### src/rtl/kbd_rx_pkg.sv
package kbd_rx_pkg;
  typedef enum logic [1:0] {
    ST_IDLE   = 2'd0,
    ST_DATA   = 2'd1,
    ST_PARITY = 2'd2,
    ST_STOP   = 2'd3
  } rxState_e;

  typedef struct packed {
    logic shiftIn;
    logic clearAll;
    logic pushCode;
  } rxStrobe_t;
endpackage

### src/rtl/kbd_rx_sync.sv
module kbd_rx_sync #(
  parameter int LINES  = 2,
  parameter int STAGES = 2
) (
  input  logic             clk,
  input  logic             rstN,
  input  logic [LINES-1:0] rawIn,
  output logic [LINES-1:0] syncOut
);
  for (genvar i = 0; i < LINES; i++) begin : g_line
    logic [STAGES-1:0] chain;
    always_ff @(posedge clk) begin
      if (!rstN) chain <= '1;
      else       chain <= {chain[STAGES-2:0], rawIn[i]};
    end
    assign syncOut[i] = chain[STAGES-1];
  end
endmodule

### src/rtl/kbd_rx_ctrl.sv
module kbd_rx_ctrl
  import kbd_rx_pkg::*;
#(
  parameter int DATA_W        = 8,
  parameter int TIMEOUT_TICKS = 100
) (
  input  logic      clk,
  input  logic      rstN,
  input  logic      usTick,
  input  logic      fallEdge,
  input  logic      dataBit,
  input  logic      parityOdd,
  output rxState_e  frameState,
  output rxStrobe_t strobe
);
  localparam int CNT_W = (DATA_W > 1) ? $clog2(DATA_W) : 1;
  localparam int TMR_W = $clog2(TIMEOUT_TICKS + 1);
  localparam logic [CNT_W-1:0] LAST_BIT = CNT_W'(DATA_W - 1);
  localparam logic [TMR_W-1:0] TMR_LAST = TMR_W'(TIMEOUT_TICKS - 1);

  rxState_e         state, stateNext;
  logic [CNT_W-1:0] bitCnt;
  logic [TMR_W-1:0] idleTmr;
  logic             parityOk;
  logic             timeoutHit;

  assign timeoutHit = !fallEdge && (state != ST_IDLE) && usTick && (idleTmr == TMR_LAST);

  always_comb begin
    stateNext = state;
    strobe    = '0;
    if (timeoutHit) begin
      stateNext       = ST_IDLE;
      strobe.clearAll = 1'b1;
    end else if (fallEdge) begin
      unique case (state)
        ST_IDLE:   if (!dataBit) stateNext = ST_DATA;
        ST_DATA: begin
          strobe.shiftIn = 1'b1;
          if (bitCnt == LAST_BIT) stateNext = ST_PARITY;
        end
        ST_PARITY: stateNext = ST_STOP;
        ST_STOP: begin
          strobe.pushCode = dataBit && parityOk;
          stateNext       = ST_IDLE;
        end
        default:   stateNext = ST_IDLE;
      endcase
    end
  end

  always_ff @(posedge clk) begin
    if (!rstN) begin
      state    <= ST_IDLE;
      bitCnt   <= '0;
      idleTmr  <= '0;
      parityOk <= 1'b0;
    end else begin
      state <= stateNext;
      if (fallEdge) idleTmr <= '0;
      else if (timeoutHit) idleTmr <= '0;
      else if (usTick && state != ST_IDLE) idleTmr <= idleTmr + 1'b1;

      if (strobe.clearAll || (fallEdge && state == ST_IDLE)) bitCnt <= '0;
      else if (strobe.shiftIn) bitCnt <= bitCnt + 1'b1;

      if (strobe.clearAll) parityOk <= 1'b0;
      else if (fallEdge && state == ST_PARITY) parityOk <= parityOdd;
    end
  end

  assign frameState = state;
endmodule

### src/rtl/kbd_rx_dpath.sv
module kbd_rx_dpath
  import kbd_rx_pkg::*;
#(
  parameter int DATA_W = 8,
  parameter int DEPTH  = 16
) (
  input  logic              clk,
  input  logic              rstN,
  input  logic              clkSync,
  input  logic              dataSync,
  input  rxStrobe_t         strobe,
  input  logic              codeReady,
  output logic              fallEdge,
  output logic              parityOdd,
  output logic              bufFull,
  output logic              codeValid,
  output logic [DATA_W-1:0] codeData
);
  localparam int PTR_W = $clog2(DEPTH);

  logic              clkPrev;
  logic [DATA_W-1:0] shiftReg;
  logic [DATA_W-1:0] mem [DEPTH];
  logic [PTR_W:0]    wrPtr, rdPtr;
  logic              bufEmpty, doWrite, doRead;

  assign fallEdge  = clkPrev && !clkSync;
  assign parityOdd = ^{shiftReg, dataSync};

  always_ff @(posedge clk) begin
    if (!rstN) begin
      clkPrev  <= 1'b1;
      shiftReg <= '0;
    end else begin
      clkPrev <= clkSync;
      if (strobe.clearAll)     shiftReg <= '0;
      else if (strobe.shiftIn) shiftReg <= {dataSync, shiftReg[DATA_W-1:1]};
    end
  end

  assign bufEmpty = (wrPtr == rdPtr);
  assign bufFull  = (wrPtr[PTR_W] != rdPtr[PTR_W]) &&
                    (wrPtr[PTR_W-1:0] == rdPtr[PTR_W-1:0]);
  assign doWrite  = strobe.pushCode && !bufFull;
  assign doRead   = codeReady && !bufEmpty;

  always_ff @(posedge clk) begin
    if (!rstN) begin
      wrPtr <= '0;
      rdPtr <= '0;
    end else begin
      if (doWrite) wrPtr <= wrPtr + 1'b1;
      if (doRead)  rdPtr <= rdPtr + 1'b1;
    end
  end

  always_ff @(posedge clk) begin
    if (doWrite) mem[wrPtr[PTR_W-1:0]] <= shiftReg;
  end

  assign codeValid = !bufEmpty;
  assign codeData  = mem[rdPtr[PTR_W-1:0]];
endmodule

### src/rtl/kbd_frame_rx.sv
module kbd_frame_rx
  import kbd_rx_pkg::*;
#(
  parameter int DATA_W        = 8,
  parameter int DEPTH         = 16,
  parameter int TIMEOUT_TICKS = 100,
  parameter int SYNC_STAGES   = 2
) (
  input  logic              clk,
  input  logic              rstN,
  input  logic              usTick,
  input  logic              kbdClk,
  input  logic              kbdData,
  input  logic              codeReady,
  output logic              codeValid,
  output logic [DATA_W-1:0] codeData
);
  logic [1:0] lineSync;
  logic       clkSync, dataSync;
  logic       fallEdge, parityOdd, bufFull;
  rxState_e   frameState;
  rxStrobe_t  strobe;

  kbd_rx_sync #(.LINES(2), .STAGES(SYNC_STAGES)) sync_i (
    .clk(clk), .rstN(rstN), .rawIn({kbdData, kbdClk}), .syncOut(lineSync)
  );
  assign clkSync  = lineSync[0];
  assign dataSync = lineSync[1];

  kbd_rx_ctrl #(.DATA_W(DATA_W), .TIMEOUT_TICKS(TIMEOUT_TICKS)) ctrl_i (
    .clk(clk), .rstN(rstN), .usTick(usTick), .fallEdge(fallEdge),
    .dataBit(dataSync), .parityOdd(parityOdd),
    .frameState(frameState), .strobe(strobe)
  );

  kbd_rx_dpath #(.DATA_W(DATA_W), .DEPTH(DEPTH)) dpath_i (
    .clk(clk), .rstN(rstN), .clkSync(clkSync), .dataSync(dataSync),
    .strobe(strobe), .codeReady(codeReady), .fallEdge(fallEdge),
    .parityOdd(parityOdd), .bufFull(bufFull),
    .codeValid(codeValid), .codeData(codeData)
  );
endmodule

### config.mk
export PLATFORM = sky130hd
export DESIGN_NAME = kbd_frame_rx
export DESIGN_NICKNAME = d
export VERILOG_FILES = /design/src/rtl/kbd_rx_pkg.sv /design/src/rtl/kbd_rx_sync.sv /design/src/rtl/kbd_rx_ctrl.sv /design/src/rtl/kbd_rx_dpath.sv /design/src/rtl/kbd_frame_rx.sv
export SDC_FILE = /design/constraint.sdc
export NUM_CORES = 1
export LEC_CHECK = 0
export ABC_AREA = 1
export BUFFER_PORTS_ARGS = -buffer_cell sky130_fd_sc_hd__buf_2
export CAP_MARGIN = 20
export CORE_ASPECT_RATIO = 1.75
export CORE_UTILIZATION = 60
export DETAILED_ROUTE_END_ITERATION = 8
export PLACE_DENSITY_LB_ADDON = 0.15
export SYNTH_ARGS = -nofsm -noshare
export SYNTH_HDL_FRONTEND = slang
export SYNTH_SLANG_ARGS = --single-unit
export TNS_END_PERCENT = 1
### constraint.sdc
create_clock -name clk -period 2.4 [get_ports clk]
set_clock_uncertainty 0.1 [all_clocks]
set_input_delay 0.48 -clock clk [delete_from_list [all_inputs] [get_ports clk]]
set_output_delay 0.48 -clock clk [all_outputs]
set_load 0.01 [all_outputs]
**Word level (Yosys, flattened, before mapping)**

Memories as Yosys holds them, arrays and structs flattened. A register that Yosys moved wholly into a read port is not among the register bits.
Cells that the tools add are included.

- $add $sub $neg: 4
- $mul: 0
- Divide/modulo/power cells: 0
- Magnitude comparators: 0
- Equal/unequal tests: 10
- Shift-type cells: 0
- Multiplexer cells: 14
- Bitwise logic cells: 1
- Reduce and logical (&&, ||, !) cells: 24

Operator list:

| kind | count |
|---|---|
| 1-bit logical AND | 11 |
| 5-bit by 1-bit adder with 5-bit output (second input constant) | 2 |
| 1-bit two-way mux | 9 |
| 9-bit parity | 1 |
| 4-bit two-way mux | 2 |
| 2-bit one-hot mux with 4 select lines | 1 |
| 7-bit by 1-bit adder with 7-bit output (second input constant) | 1 |
| 7-bit == test (second input constant) | 1 |
| 2-bit OR reduction | 3 |
| 5-bit == test | 1 |
| 2-bit == test (second input constant) | 2 |
| 4-bit == test | 1 |
| 1-bit logical NOT | 4 |
| 2-bit two-way mux | 2 |
| 3-bit by 1-bit adder with 3-bit output (second input constant) | 1 |
| 3-bit == test (second input constant) | 1 |
| 3-bit AND reduction | 1 |
| 3-bit OR reduction | 1 |
| 2-bit by 1-bit == test with 1-bit output (second input constant) | 1 |
| 2-bit logical NOT | 1 |
| 2-bit by 1-bit != test with 1-bit output (second input constant) | 1 |
| 2-bit != test (second input constant) | 1 |
| 2-bit nonzero test | 1 |
| 1-bit logical OR | 1 |
| other kinds (2) | 2 |

- Bits in registers: 36
- Bits in latches: 0
- Bits in writable memories: 128
- ROM bits: 0
- Output and inout bits: 9
- Word-level logic and storage cells: 64
- Memories kept: 1

Memory list:

| memory | words | bits a word | read ports | clocked after Yosys merged registers in | wr ports | line | source |
|---|---|---|---|---|---|---|---|
| dpath_i.mem | 16 | 8 | 1 | 1 | 1 | kbd_rx_dpath.sv:23 | `logic [DATA_W-1:0] mem [DEPTH];` |

**Depth between registers and ports, before layout**

Gate-level depths: netlist of run 1.

- Depth in word-level cells: 10
- Gate-level depth with buffers: 10

**By module**

Synthesis of run 1 repeated with hierarchy kept, for this count alone.

- Cells, all modules: 719
- Area, all modules: 7379.6 sq um

Modules (own cells, without submodules):

| module | times used | cells an instance | area an instance (sq um) |
|---|---|---|---|
| kbd_rx_dpath | 1 | 597 | 6438.7 |
| kbd_rx_ctrl | 1 | 108 | 815.8 |
| kbd_rx_sync | 1 | 14 | 125.1 |

**Worst setup path after synthesis of run 1**

Ideal clock, no wire load.

- Kind: register to register
- Start point: register ctrl_i.state[0], in the netlist ctrl_i.frameState[0]
- End point: memory dpath_i.mem[3][0] (enable)
- Setup time: 0.370 ns
- Arrival time: 1.391 ns
- Slack: 0.539 ns
- Stages on the path, launching flop included: 8
- Path buffers: 0
- Clock period less this slack: 1.861 ns
- Path through: dfxtp_1 > ha_1 > nand3_1 > nor2_1 > nand2_4 > inv_4 > nand3_1 > nor2_1

- Longest elaborated chain between the ends: 8

Ends and longest elaborated chain:

| what | line | source |
|---|---|---|
| from (decl) | kbd_rx_ctrl.sv:21 | `rxState_e state, stateNext;` |
| from (signal assigned) | kbd_rx_ctrl.sv:59 | `state <= stateNext;` |
| branches (longest 4 deep; another with 2-bit == test) | n/a |  |
| 1-bit two-way mux (*) | kbd_rx_ctrl.sv:32 | `if (timeoutHit) begin` |
| 1-bit logical AND (*) | kbd_rx_dpath.sv:44 | `assign doWrite = strobe.pushCode && !bufFull;` |
| 1-bit two-way mux (*) | kbd_rx_dpath.sv:58 | `if (doWrite) mem[wrPtr[PTR_W-1:0]] <= shiftReg;` |
| 1-bit two-way mux (implied by the code) (*) | kbd_rx_dpath.sv:58 |  |
| to (decl) | kbd_rx_dpath.sv:23 |  |

Mark *: on every way between the ends.

==> flow_results.org, run 1 <==
** Logic synthesis
- Synthesis inferred between 150 and 200 register bits.
- Of the synthesized area, sequential elements account for 0.658.
- nor2_1 is the most common cell in the netlist.
- Syn Area/Cell :: 10.9 um^2
- Counting flops with a built-in enable in the synthesized netlist gives 128.
- The Yosys step of the flow raised 0 warnings.
- After synthesis, the cell types taking the most area are edfxtp_1 54%, dfxtp_1 11%, nor2_1 7.2%.
- Dominant cell type by area after synthesis :: edfxtp_1
- Ranked by instance count, the synthesized netlist is headed by 136 x nor2_1, 128 x edfxtp_1, 76 x o21ai_0, 64 x nand2_1, 40 x dfxtp_1.
- Counting every net in the synthesized netlist gives between 600 and 700.
- Netlist cell types :: 32
- Gate count of the mapped netlist :: 649
- After synthesis, the share of flip-flops with an asynchronous set or reset is 0.
- Mapped cell area :: 7060 um^2
- Of the post-synthesis cell area, the dominant cell type holds 0.544.
- Primary FF master, synth :: edfxtp_1

** Worst setup path
- Measured in cells, the most critical reg-to-reg path has a length of 8.
- The critical path crosses 6 cells after its start point.
- The number of buffers and inverters on the critical path is 2.
- Biggest cell delay along the critical path :: 0.39 ns
- Data on the critical path is required at its endpoint by 1.82 ns.
- The critical path goes through buf_12 -> o21ai_0 -> o211ai_1 -> nand3_1 -> nand2_1 -> buf_2.
- In this run the register-to-register setup slack is 0.45 ns.
- Arrival time of the worst setup path :: 1.83 ns
- The startpoint identified for the worst register-to-register timing path is ctrl_i.frameState[1]$_SDFFE_PP0P_.
- Largest fanout on the critical path :: 32
- RR Endpoint :: dpath_i.mem[11][1]$_DFFE_PP_
- STA classifies the critical path endpoint as a primary output.
- Last element of the critical path :: codeData[5]
- The critical path is of the reg2out type.
- Slowest-stage cell, CP :: dfxtp_2
- The kind of cell with the highest combined delay along the critical path is flip-flops.
- The worst setup path is launched from a flip-flop.

** Placed design
- Global placer's final weighted congestion :: 0.910
- Half-perimeter wire length after detailed placement :: 9850 um
- Setup Slack @ Placement :: 0.324 ns
- Port buffering added 14 buffers.
- Counting tap cells, the placed design contains a total of 800 instances.

** STA
- After layout, the minimum clock period comes to 2.41 ns.
- At the pin with the least slew margin, the transition time is 0.483 ns.
- Headroom to the max-slew limit came out at 0.677.
- Across all setup checks in the final design, the least slack found is -0.00733 ns.
- Highest clock frequency the design can meet :: 415 MHz
- The hold violation count in the final report came to 0.
- Setup violations remaining at the end of the flow were counted as 1.
- Setup repair after global routing missed its margin :: true
- The number of pins with negative max-slew slack in the final report came to 0.
- Dividing the final minimum period by the clock period gives 1.00.

** GRT
- Vias in the first global route :: 4846
- In this run the most used layer during global routing was met2.
- All-layer global routing usage :: 0.268
- Number of antenna violations at the first check in global routing :: 0
- First-pass GRT wire length :: between 20000 and 25000 um
- Grt met1 use :: 0.291
- Met3 track demand over resource :: 0.0545
- Entering global routing, the biggest net connects 33 pins.
- Met2 GRT Util :: 0.474
- After global routing the overflow that remains totals 0.

** Flow run
- Number of violations of the max-capacitance limit :: 0

** Layout
- Summing all flip-flop and latch instances after layout gives between 4000 and 5000 um^2.
- Multi-input logic area :: around 2100 um^2
- Filler Cells Inserted :: 807
- Fraction of final layout cells with drive strength greater than 1 :: 0.148
- Ant. Diodes :: 0
- Final non-filler cell total :: 836
- P&R area growth vs syn :: 14.6%
- Layout Nets :: between 700 and 800

** Floorplanning
- I/O pin count :: 15
- The die covers 12200 um^2.
- The initialized floorplan defines 52 standard-cell rows.
- The initial utilization of the core area, before any placement, comes to 0.613.
- Die Wd :: 84 um
- Core box area :: between 10000 and 15000 um^2
- In this run the vertical extent of the chip is about 150 um.

** Power
- LEAKAGE :: 3.03 nW
- Power per cell area :: 729 nW/um^2
- Max IR drop VDD :: ~0.55 mV

** Status
- Violations in the final reports :: setup timing
- Run status :: finished with violations

** Clocking
- Maximum level of the CTS H-tree :: 4
- Clock-pin slew was measured on the worst setup and hold paths at 0.06 ns.
- TritonCTS buffer count :: 17
- The longest clock path from root to sink contains 2 buffers.
- # clock sinks :: 168
- For the worst-skew pair, the clock arrives at the later sink with an insertion delay of 0.42 ns.
- Post-cts hold buffer count :: 0
- TritonCTS built the clock tree.
- The root buffer cell chosen for the clock tree is clkbuf_16.

** Route
- After detailed routing, the number of remaining DRC violations is 0.
- Per-cell via count in the routed design :: 5.88
- Final ANT Viol Nets :: 0
- Routed wire per std cell :: 18.3 um
- Total detailed-routing wirelength :: 15300 um
- Via count :: 4916
- Detailed router's first-iteration violation count :: 406
- For this run, the detailed router's first-pass iteration total came to 5.

** Worst hold path
- The path class of the tightest hold or removal check is in2reg.
==> per-layer routing <==
layer	part of all wire	vias up	wire length [um]
met5	0	-	0
met3	0.041	57	629
li1	-	2331	-
met4	0.051	0	774
met2	0.54	162	8270
met1	0.37	2366	5620
==> report_power, final <==
| group | switching, mW | internal, mW |
|---|---|---|
| sequential | 0.00968 | 3.09 |
| clock | 1.10 | 1.46 |
| combinational | 0.141 | 0.0916 |
==> area by class of cell <==
class                   count  area share
clock buffers              19      0.0548
multi-input cells         416       0.263
clock inverters            13      0.0152
flip-flops and latches    168       0.575
inverters                  37      0.0184
repair buffers             48      0.0526
well taps                 135      0.0209
==> cells by family (layout without fill, tap and decap cells) <==
kind of cell / count (synthesis) / count (layout) / synth area share
AND/OR/NAND/NOR: 247 / 247 / 0.148
flip-flops: 168 / 168 / 0.658
AO/OA/AOI/OAI: 141 / 141 / 0.112
buffers and inverters: 65 / 117 / 0.0411
XOR/XNOR: 16 / 16 / 0.0198
adder cells (fa/ha/maj): 12 / 12 / 0.0213
==> per-stage QoR <==
| step | instance area (um^2) | setup TNS (ns) | hold slack [ns] | utilization | total power [mW] |
|---|---|---|---|---|---|
| final | 8090 | -0.00733 | 0.145 | 0.702 | 5.90 |
| after global routing | 8090 | -0.740 | 0.130 | 0.702 | 6.08 |
| after CTS | 8080 | -0.00555 | 0.129 | 0.702 | 5.94 |
| after detailed placement | 7430 | 0 | 0.307 | 0.645 | 3.37 |
| after global placement | 7430 | 0 | 0.301 | 0.645 | 3.37 |
| after floorplan | 7060 | 0 | 0.293 | - | 3.31 |
==> state kept, by name (all words and copies together), names as in the netlist, 2 cells and up, named ones only <==
signal               flops
dpath_i.rdPtr            5
dpath_i.shiftReg         8
ctrl_i.bitCnt            3
dpath_i.wrPtr            5
dpath_i.mem            128
ctrl_i.idleTmr           7
ctrl_i.frameState        2
sync_i.g_line.chain      4
==> timing repair <==
action                     4_1_cts  5_1_grt
pin swaps                        3        2
buffers inserted                 2        0
resized for setup                8        2
cloned                           2        0
setup endpoints to repair        8        8
==> worst min-delay path by stage <==
stage | depth (start not counted) | slack [ns] | end | startpoint
2_1_floorplan | 1 | 0.29 | sync_i.g_line[0].chain[1]$_SDFF_PN1_ | sync_i.g_line[0].chain[0]$_SDFF_PN1_
3_3_place_gp | 1 | 0.30 | sync_i.g_line[1].chain[1]$_SDFF_PN1_ | sync_i.g_line[1].chain[0]$_SDFF_PN1_
3_5_place_dp | 1 | 0.31 | sync_i.g_line[1].chain[1]$_SDFF_PN1_ | sync_i.g_line[1].chain[0]$_SDFF_PN1_
4_1_cts | 2 | 0.13 | sync_i.g_line[0].chain[0]$_SDFF_PN1_ | kbdClk
5_1_grt | 2 | 0.13 | sync_i.g_line[1].chain[0]$_SDFF_PN1_ | kbdData
6_report | 2 | 0.14 | sync_i.g_line[0].chain[0]$_SDFF_PN1_ | kbdClk
==> layout by cell type (no fill, tap or decap), drive strengths merged, types with 21 or more instances in the layout <==
cell	Yosys	routed
edfxtp	128	128
nand3	26	26
dfxtp	40	40
nor2	139	139
buf	15	46
o21ai	87	87
nand2	71	71
inv	37	39
a21oi	21	21
o211ai	32	32
(Power assumes the default switching activity.)
==> run 2, diff against run 1 <==
MAX_ROUTING_LAYER = met4   (was default)
SKIP_CTS_REPAIR_TIMING = 1   (was default)
==> run 2 against run 1 <==
Net effect: the flow still finishes with violations (setup timing); final area is 0.96% higher; clock-buffer cell count stayed put; largest power group unchanged; critical endpoint unchanged; power is 0.14% higher; wire length is 0.63% lower; critical path type unchanged; cell count is 0.48% higher; hold slack hardly changed.
==> flow_results.org, run 2 (synthesized netlist as in run 1, its figures left out) <==
** Clocking
- The root buffer cell chosen for the clock tree is clkbuf_16.
- Clock transition at the register clock pins on the worst setup and hold paths after CTS :: 0.06 ns
- TritonCTS buffer count :: 17
- # clock sinks :: 168
- CTS built an H-tree with a depth of 4.
- Buffer levels on the longest clock path :: 2
- TritonCTS built the clock tree.
- Latest clock arrival within the worst-skew pair :: 0.42 ns

** Worst setup path
- Crit path required time :: 1.82 ns
- Crit path depth :: 6
- Critical path type :: reg2out
- Bufs and invs on worst path :: 2
- Of all nets on the critical path, the largest fanout is 53.
- Biggest cell delay along the critical path :: 0.40 ns
- The signal on the critical path passes through buf_12 -> o21ai_0 -> o211ai_1 -> nand3_1 -> nand2_1 -> buf_2.
- Startpoint class of the critical path :: flip-flop
- STA classifies the critical path endpoint as a primary output.
- Grouping stages by cell kind, the critical path spends the most delay in flip-flops.
- Arrival time of the worst setup path :: 1.93 ns
- Slowest-stage cell, CP :: dfxtp_4
- Measured in cells, the most critical reg-to-reg path has a length of 8.

** Route
- Wires add up to 15200 um.
- Drt pass-1 iters :: 5
- Per-cell via count in the routed design :: 5.83
- After detailed routing, the average wire length per cell comes to 18.1 um.
- After the first detailed-routing iteration, the DRC count stood at 420.
- Final ANT Viol Nets :: 0
- Via count :: 4897
- Remaining design rule violation count :: 0

** STA
- The hold violation count in the final report was 0.
- In the post-route analysis, the smallest setup slack over all paths is -0.106 ns.
- The tightest hold path in the finished design has a slack of 0.145 ns.
- Setup violations remaining at the end of the flow were counted as 5.
- Shortest clock period the worst path allows after layout :: between 2 and 3 ns
- Setup repair after global routing could not meet its margin everywhere.
- Highest clock frequency the design can meet :: between 300 and 400 MHz
- Relative slew slack :: 0.677
- Tightest Pin Transition :: 0.483 ns
- Portion of the clock cycle consumed by the worst path in the final layout :: 1.04
- The number of pins with negative max-slew slack in the final report came to 0.

** GRT
- met2 is the most crowded layer.
- Met2 GRT Util :: 0.460
- GR Overflow Total :: 0
- The via count of the first global-routing pass was between 4000 and 5000.
- In the global route stage, met1 resource usage came out at 0.284.
- Met3 track demand over resource :: 0.0488
- The first global-routing pass estimated 23600 um of wire.
- In the global route stage, overall resource usage came out at 0.263.
- Entering global routing, the biggest net connects 65 pins.
- The number of antenna violations at the first check in global routing was 0.

** Layout
- Ant. Diodes :: 0
- In the layout the commonest cells are 128 x edfxtp_1, 125 x nor2_1, 68 x o21ai_0.
- The register with the most flip-flops in the layout has 128 of them.
- In the final layout, the multi-input gates occupy 2170 um^2.
- Relative to the synthesized area, the layout overhead comes to 15.7%.
- Register cell area after layout :: 4650 um^2
- Final cell utilization of the core :: 0.709
- Fraction of final layout cells with drive strength greater than 1 :: 0.169
- Leading cell type in the layout, fill and taps excluded :: edfxtp_1
- Counting the fill cells in the layout gives 795.
- The final layout contains 710 nets.

** Worst hold path
- Hold WC Path Type :: in2reg
- The worst hold path passes through 2 cells.

** Floorplanning
- DIE AREA :: 12200 um^2
- Die Wd :: 84 um
- 15 I/O pins were placed.
- Height of the chip :: approximately 150 um
- For this configuration, the core starts out at a cell density of 0.613.
- Core box area :: 11500 um^2
- After floorplanning, the core was divided into 52 placement rows.

** Power
- Share of total power consumed by net switching :: 0.213
- Of the total power, registers draw 0.525.
- Power per cell area :: 724 nW/um^2
- LEAKAGE :: about 3.1 nW
- Internal power consumption :: 4.65 mW
- Net load switching power :: 1.26 mW
- Combinational cell fraction of total power :: 0.041
- Of the total power, the clock network draws 0.434.
- The worst-case IR drop observed on VDD is 0.548 mV.

** Status
- Violations in the final reports :: setup timing
- The run finished, with violations left.

** Placed design
- At the placement stage, the worst setup path has a slack of 0.324 ns.
- Half-perimeter wire length after detailed placement :: roughly 9900 um
- Number of port buffers :: 14
- Routability-driven placement finished with a final weighted congestion of slightly above 0.9.

** Flow run
- Number of violations of the max-capacitance limit :: 0
==> run 2: cell count changes in the layout (fill, tap and decap cells not counted), moves of 2 or more <==
| cell | change |
|---|---|
| bufbuf_16 | -2 |
| o21ai_1 | +3 |
| clkbuf_16 | +3 |
| nor2_1 | -9 |
| o21ai_0 | -4 |
| nor2_2 | +8 |
==> run 2: cell type report <==
cell class	instances	share of cell area
flip-flops and latches	168	0.569
multi-input cells	416	0.265
repair buffers	52	0.0565
clock buffers	19	0.0542
well taps	135	0.0207
inverters	37	0.0188
clock inverters	13	0.0150
==> run 2: worst paths after layout <==
path,from,to,slack (ns)
min reg2reg,sync_i.g_line[1].chain[0]$_SDFF_PN1_,sync_i.g_line[1].chain[1]$_SDFF_PN1_,0.32
min,kbdClk,sync_i.g_line[0].chain[0]$_SDFF_PN1_,0.15
max,flip-flop,codeData[5],-0.11
max reg2reg,ctrl_i.frameState[1]$_SDFFE_PP0P_,dpath_i.mem[10][0]$_DFFE_PP_,0.46
==> run 2: per-stage QoR <==
| stage | power, mW | std cells | area, um^2 | TNS (ns) |
|---|---|---|---|---|
| floorplan | 3.31 | 649 | 7060 | 0 |
| global placement | 3.37 | 800 | 7430 | 0 |
| detailed placement | 3.37 | 800 | 7430 | 0 |
| CTS | 5.91 | 832 | 8000 | -0.819 |
| global route | 6.08 | 840 | 8170 | -1.11 |
| finish | 5.91 | 840 | 8170 | -0.281 |
==> run 2: power groups by stage <==
stage          Sequential (mW)  Clock (mW)  Combinational (mW)
2_1_floorplan             3.16           0               0.151
3_3_place_gp              3.16           0               0.205
3_5_place_dp              3.16           0               0.209
4_1_cts                   3.10        2.60               0.211
5_1_grt                   3.10        2.71               0.269
6_report                  3.10        2.56               0.243
==> run 2: per-layer routing <==
layer  share of wire  vias to the layer above
met5               0                        -
met4           0.031                        0
met3           0.043                       41
met2            0.55                      170
met1            0.37                     2352
li1                -                     2334
